==> src/rtl/byte_host_bridge_pkg.sv <==
package byte_host_bridge_pkg;
  typedef enum logic [1:0] {
    BS_IDLE = 2'd0,
    BS_XFER = 2'd1,
    BS_DONE = 2'd2
  } bridge_state_e;
endpackage

==> src/rtl/bhb_lane_decode.sv <==
module bhb_lane_decode (
  input  logic a0_sense,
  input  logic trig_hi,
  input  logic host_a0,
  output logic lane_hi,
  output logic lane_trig
);
  always_comb begin
    lane_hi   = host_a0 ^ a0_sense;
    lane_trig = (lane_hi == trig_hi);
  end
endmodule

==> src/rtl/bhb_stage.sv <==
module bhb_stage #(
  parameter int BYTE_W = 8,
  localparam int WORD_W = 2 * BYTE_W
) (
  input  logic              clk,
  input  logic              rst_n,
  input  logic              put_en,
  input  logic              put_hi,
  input  logic [BYTE_W-1:0] put_byte,
  input  logic              load_en,
  input  logic [WORD_W-1:0] load_word,
  output logic [WORD_W-1:0] staged
);
  for (genvar g = 0; g < 2; g++) begin : g_lane
    logic [BYTE_W-1:0] lane_q, lane_d;
    logic              lane_en;

    always_comb begin
      lane_en = load_en || (put_en && (put_hi == (g == 1)));
      lane_d  = load_en ? load_word[g*BYTE_W +: BYTE_W] : put_byte;
    end

    always_ff @(posedge clk or negedge rst_n) begin
      if (!rst_n)       lane_q <= '0;
      else if (lane_en) lane_q <= lane_d;
    end

    assign staged[g*BYTE_W +: BYTE_W] = lane_q;
  end
endmodule

==> src/rtl/bhb_ctrl.sv <==
module bhb_ctrl
  import byte_host_bridge_pkg::*;
#(
  parameter int ADDR_W = 12,
  parameter int BYTE_W = 8,
  localparam int WORD_W = 2 * BYTE_W
) (
  input  logic              clk,
  input  logic              rst_n,
  input  logic              ack_mode,
  input  logic              access,
  input  logic              rnw,
  input  logic              lane_hi,
  input  logic              lane_trig,
  input  logic [ADDR_W-1:0] addr,
  input  logic [BYTE_W-1:0] din,
  input  logic [WORD_W-1:0] staged,
  input  logic              core_ack,
  input  logic [WORD_W-1:0] core_rdata,
  output logic              put_en,
  output logic              load_en,
  output logic              core_req,
  output logic              core_we,
  output logic [ADDR_W-1:0] core_addr,
  output logic [WORD_W-1:0] core_wdata,
  output logic [BYTE_W-1:0] dout,
  output logic              rdy
);
  bridge_state_e     st_q, st_d;
  logic              we_q, hi_q;
  logic [ADDR_W-1:0] addr_q;
  logic [WORD_W-1:0] wdata_q, wdata_d;
  logic [BYTE_W-1:0] dout_q, dout_d;
  logic              start, cap_en, dout_en;

  always_comb begin
    st_d    = st_q;
    start   = 1'b0;
    dout_en = 1'b0;
    dout_d  = dout_q;
    load_en = 1'b0;
    unique case (st_q)
      BS_IDLE: begin
        if (access) begin
          start = 1'b1;
          st_d  = lane_trig ? BS_XFER : BS_DONE;
          if (rnw && !lane_trig) begin
            dout_en = 1'b1;
            dout_d  = lane_hi ? staged[WORD_W-1:BYTE_W] : staged[BYTE_W-1:0];
          end
        end
      end
      BS_XFER: begin
        if (core_ack) begin
          st_d = BS_DONE;
          if (!we_q) begin
            load_en = 1'b1;
            dout_en = 1'b1;
            dout_d  = hi_q ? core_rdata[WORD_W-1:BYTE_W] : core_rdata[BYTE_W-1:0];
          end
        end
      end
      BS_DONE: begin
        if (!access) st_d = BS_IDLE;
      end
      default: st_d = BS_IDLE;
    endcase
  end

  always_comb begin
    cap_en  = start && lane_trig;
    put_en  = start && !rnw;
    wdata_d = lane_hi ? {din, staged[BYTE_W-1:0]} : {staged[WORD_W-1:BYTE_W], din};
  end

  always_ff @(posedge clk or negedge rst_n) begin
    if (!rst_n) st_q <= BS_IDLE;
    else        st_q <= st_d;
  end

  always_ff @(posedge clk or negedge rst_n) begin
    if (!rst_n) begin
      we_q    <= 1'b0;
      hi_q    <= 1'b0;
      addr_q  <= '0;
      wdata_q <= '0;
    end else if (cap_en) begin
      we_q    <= !rnw;
      hi_q    <= lane_hi;
      addr_q  <= addr;
      wdata_q <= wdata_d;
    end
  end

  always_ff @(posedge clk or negedge rst_n) begin
    if (!rst_n)       dout_q <= '0;
    else if (dout_en) dout_q <= dout_d;
  end

  always_comb begin
    core_req   = (st_q == BS_XFER);
    core_we    = we_q;
    core_addr  = addr_q;
    core_wdata = wdata_q;
    dout       = dout_q;
    rdy        = ack_mode ? (st_q == BS_DONE) : (st_q != BS_XFER);
  end
endmodule

==> src/rtl/byte_host_bridge.sv <==
module byte_host_bridge #(
  parameter int ADDR_W = 12,
  parameter int BYTE_W = 8,
  localparam int WORD_W = 2 * BYTE_W
) (
  input  logic              clk,
  input  logic              rst_n,
  input  logic              ack_mode,
  input  logic              a0_sense,
  input  logic              trig_hi,
  input  logic              host_sel,
  input  logic              host_stb,
  input  logic              host_rnw,
  input  logic              host_a0,
  input  logic [ADDR_W-1:0] host_addr,
  input  logic [BYTE_W-1:0] host_din,
  output logic [BYTE_W-1:0] host_dout,
  output logic              host_rdy,
  output logic              core_req,
  output logic              core_we,
  output logic [ADDR_W-1:0] core_addr,
  output logic [WORD_W-1:0] core_wdata,
  input  logic [WORD_W-1:0] core_rdata,
  input  logic              core_ack
);
  logic              lane_hi, lane_trig, put_en, load_en, access;
  logic [WORD_W-1:0] staged;

  assign access = host_sel && host_stb;

  bhb_lane_decode u_dec (
    .a0_sense (a0_sense),
    .trig_hi  (trig_hi),
    .host_a0  (host_a0),
    .lane_hi  (lane_hi),
    .lane_trig(lane_trig)
  );

  bhb_stage #(.BYTE_W(BYTE_W)) u_stage (
    .clk      (clk),
    .rst_n    (rst_n),
    .put_en   (put_en),
    .put_hi   (lane_hi),
    .put_byte (host_din),
    .load_en  (load_en),
    .load_word(core_rdata),
    .staged   (staged)
  );

  bhb_ctrl #(.ADDR_W(ADDR_W), .BYTE_W(BYTE_W)) u_ctrl (
    .clk       (clk),
    .rst_n     (rst_n),
    .ack_mode  (ack_mode),
    .access    (access),
    .rnw       (host_rnw),
    .lane_hi   (lane_hi),
    .lane_trig (lane_trig),
    .addr      (host_addr),
    .din       (host_din),
    .staged    (staged),
    .core_ack  (core_ack),
    .core_rdata(core_rdata),
    .put_en    (put_en),
    .load_en   (load_en),
    .core_req  (core_req),
    .core_we   (core_we),
    .core_addr (core_addr),
    .core_wdata(core_wdata),
    .dout      (host_dout),
    .rdy       (host_rdy)
  );
endmodule

==> config.mk <==
export PLATFORM = sky130hd
export DESIGN_NAME = byte_host_bridge
export DESIGN_NICKNAME = d
export VERILOG_FILES = /design/src/rtl/byte_host_bridge_pkg.sv /design/src/rtl/bhb_lane_decode.sv /design/src/rtl/bhb_stage.sv /design/src/rtl/bhb_ctrl.sv /design/src/rtl/byte_host_bridge.sv
export SDC_FILE = /design/constraint.sdc
export NUM_CORES = 1
export LEC_CHECK = 0
export BUFFER_PORTS_ARGS = -buffer_cell sky130_fd_sc_hd__buf_2
export CAP_MARGIN = 20
export CORE_UTILIZATION = 30
export DETAILED_ROUTE_END_ITERATION = 10
export GPL_ROUTABILITY_DRIVEN = 0
export SYNTH_ARGS = -nofsm -noshare
export SYNTH_HDL_FRONTEND = slang
export SYNTH_SLANG_ARGS = --single-unit
export TNS_END_PERCENT = 50
==> constraint.sdc <==
create_clock -name clk -period 2.35 [get_ports clk]
set_clock_uncertainty 0.2 [all_clocks]
set_input_delay 0.1175 -clock clk [delete_from_list [all_inputs] [get_ports clk]]
set_output_delay 0.1175 -clock clk [all_outputs]
set_load 0.02 [all_outputs]
==> impl_metrics.ini <==
[outcome]
status = finished clean

[global_route]
grt_pass1_vias = 2718
met1_usage = 0.236
grt_pass1_wl_mm = 13.7
grt_max_degree = 50
grt_usage = 0.172
gr-total-overflow = 0
met3_usage = 0.0414
busiest_layer = met2
met2_usage = 0.270
antenna_found_initial = 0

[clocking]
cts_tree = done
insertion_delay_ns = 0.31
cts_sinks = 56
numCtsBuffers = 5
post_cts_buffers = 0
cts-root-buf = clkbuf_8
clockBufferDepth = 2
cts.clk_slew.worst_paths_ns = 0.11
ctsResizeCount = 0
cts_htree_levels = 2

[die]
die_w_um = 102
initial_utilization = 0.308
row_count = 36
die_h_um = 102
ios = 85
dieArea_mm2 = 0.0103
coreArea_mm2 = 0.00968

[yosys]
synth_seq_area_share = 0.470
synth_compound_area_frac = 0.159
synth_top_area_frac = 0.470
synth_area_leaders = dfrtp_1 47%, nand2_1 6.5%, nor3_1 5.5%
synth_top_family_by_area = simple AND/OR/NAND/NOR gates
synth_largest_area_cell = dfrtp_1
synthesis.nets = 377
synth_area_mm2 = 0.00298
synth-simple-area-share = 0.237
synth-seq-cells = 56
yosys-mux-area-fraction = 0.0755
syn_inst = 331
avgSynthCellArea_um2 = 9.01
ys_types = 33
synthAdderAreaFrac = 0.00336
synth_xor_area_frac = 0.0151
synth-warning-count = 0

[placement]
place_hpwl_mm = 6.01
port_buffers = 84
dp_cells = 537
place_area_mm2 = 0.00358
post-place-ws_ns = 0.409

[detailed_routing]
ant_nets = 0
drt_first_pass_iters = 4
routed-via-count = 2883
wl_per_cell_um = 14.4
via_per_inst = 4.92
drt_first_iter_violations = 182
drc = 0
drt_wl_total_mm = 8.46

[worst_hold_path]
hold_start = trig_hi
hold_path_end = u_ctrl.core_we
hp-class = primary input to register
min_path_cells = 4

[worst_setup_path]
reg2reg_depth = 4
r2r-end = u_ctrl.dout[4]
cpPeakStageDelay_ns = 0.53
crit_buf_inv = 2
path_max_fanout = 8
path_delay_family = buffers and inverters
cp_slowest_cell = dlygate4sd3_1
end_kind = register
worstPathCellList = dlygate4sd3_1 -> buf_2 -> and4bb_2 -> and2_1 -> a21boi_2 -> mux2_2
setup.worst_path.class = primary input to register
worst_r2r_startpoint = u_ctrl.st_q[1]
startpoint_type = primary input
crit_cells = 6
arrival_ns = 1.98
ff2ff_setup_slack_ns = 0.42
required_ns = 2.35

[pwr]
power.leakage_nw = 1.82
p_clk_frac = 0.175
finalPower_w = 0.00378
p_int_w = 0.00230
p_seq_frac = 0.438
pwr-share-comb = 0.387
ir_drop_v = 0.000299
power_per_cell_area_mw_per_mm2 = 920
swShare = 0.390
switching_power_w = 0.00147

[cells_and_area]
area_growth_pct = 37.7
final_cells = 586
drive_above_1_share = 0.274
nets = 498
stdcell_area_mm2 = 0.00411
nFillCells = 962
num_antenna_cells = 0

[sta]
min_period_ns = 1.97
fin_crit_sh = 0.839
maxSlewViolCount = 0
hold_viol = 0
max_freq_mhz = 507
tightest_slew_ns = 0.578
slew-limit-headroom = 0.615
tns_ns = 0
finalSetupViolations = 0
setup_ws_ns = 0.379
rsz0062_at_grt = no

[job]
max_cap_viol_count = 0
[worst reg2reg max path, stage by stage (launching register included)]
cell	delay, ns
dfrtp_1	0.41
and4bb_2	0.28
and2_1	0.17
a21boi_2	0.38
mux2_2	0.39
[final cells by class]
cell class	count	area [um2]	share of cell area
Clock buffer	5	68.8	0.0168
Clock inverter	3	46.3	0.0113
Inverter	3	11.3	0.00274
Multi-Input combinational cell	246	1470	0.358
Sequential cell	56	1400	0.341
Tap cell	133	166	0.0405
Timing Repair Buffer	140	943	0.230
[state kept, by name, summed over array words and instances, names as in the netlist]
| name | count |
|---|---|
| u_ctrl.core_addr | 12 |
| u_ctrl.core_wdata | 16 |
| u_ctrl.core_we | 1 |
| u_ctrl.dout | 8 |
| u_ctrl.hi_q | 1 |
| u_ctrl.st_q | 2 |
| u_stage.g_lane.lane_q | 16 |
[routing by layer]
| metal | part of all wire | vias to the layer above |
|---|---|---|
| met5 | 0 | - |
| met4 | 0.0090 | 0 |
| met3 | 0.071 | 6 |
| met2 | 0.45 | 81 |
| met1 | 0.47 | 1366 |
| li1 | - | 1430 |
[cell usage after synthesis]
cell       count
buf_1          2
nand4bb_1      1
xor2_1         1
buf_2          5
nor3_1        33
a21boi_2       1
xnor2_4        1
clkbuf_1      18
inv_1          3
a211oi_1       8
maj3_1         1
nor4_1        16
or3_1          2
a21boi_1       3
o2111ai_1      1
o22ai_1       16
xnor2_1        1
dfrtp_1       56
a21oi_1        2
nand2b_1       2
and2_1         1
nand3b_1       1
mux2_1         8
nand2_1       52
buf_4          1
a31oi_1       24
a21boi_0      13
mux2_2        12
nor2_1        33
nor2b_1        8
and4bb_2       1
o21ai_0        3
nor3_2         1
[how the worst max path moves through the flow]
stage / start / slack, ns / to
final: host_sel / 0.38 / u_ctrl.dout[4]
after global routing: host_sel / 0.29 / u_ctrl.dout[4]
after floorplan: u_ctrl.st_q[1] / 0.38 / u_ctrl.dout[0]
after CTS: host_sel / 0.36 / u_ctrl.dout[4]
after detailed placement: u_ctrl.st_q[1] / 0.41 / u_ctrl.dout[4]
after global placement: u_ctrl.st_q[1] / 0.47 / u_ctrl.dout[4]
[cell families (layout without fill, tap and decap cells)]
logic type,count (synthesis),after routing
AOI/OAI and AO/OA,71,71
xor gates and xnor gates,3,3
adders and majority gates,1,1
buffers and inverters,29,151
DFF,56,56
muxes,20,20
and+or+nand+nor,151,151
[metrics by stage]
step / hold WS (ns) / util
floorplan: -0.378 / -
global placement: -0.0724 / 0.370
detailed placement: -0.0621 / 0.370
CTS: 0.0959 / 0.424
global route: 0.163 / 0.424
finish: 0.0998 / 0.424
[power groups by stage]
stage	registers [W]	clock network [W]	logic, W
floorplan	0.00187	0	0.000670
global placement	0.00165	0	0.00139
detailed placement	0.00167	0	0.00143
CTS	0.00165	0.000672	0.00148
global route	0.00171	0.000717	0.00163
finish	0.00166	0.000661	0.00146
[cell usage in the layout, fill, tap and decap left out, types with 3 or more instances in the layout]
| cell | count |
|---|---|
| buf_2 | 84 |
| nor2_1 | 33 |
| dfrtp_1 | 56 |
| o22ai_1 | 16 |
| nor3_1 | 33 |
| buf_4 | 15 |
| mux2_1 | 8 |
| dlygate4sd3_1 | 41 |
| a21boi_1 | 3 |
| a211oi_1 | 8 |
| mux2_2 | 12 |
| inv_1 | 3 |
| a21boi_0 | 13 |
| a31oi_1 | 24 |
| nor4_1 | 16 |
| nand2_1 | 52 |
| o21ai_0 | 3 |
| nor2b_1 | 8 |
| clkbuf_8 | 5 |
[what timing repair did]
action                                 in CTS  in global routing
endpoints found under the hold margin      95                  0
setup endpoints to repair                   0                  0
hold buffers                               41                  0
Note: power is estimated with default switching activity, not from simulation.
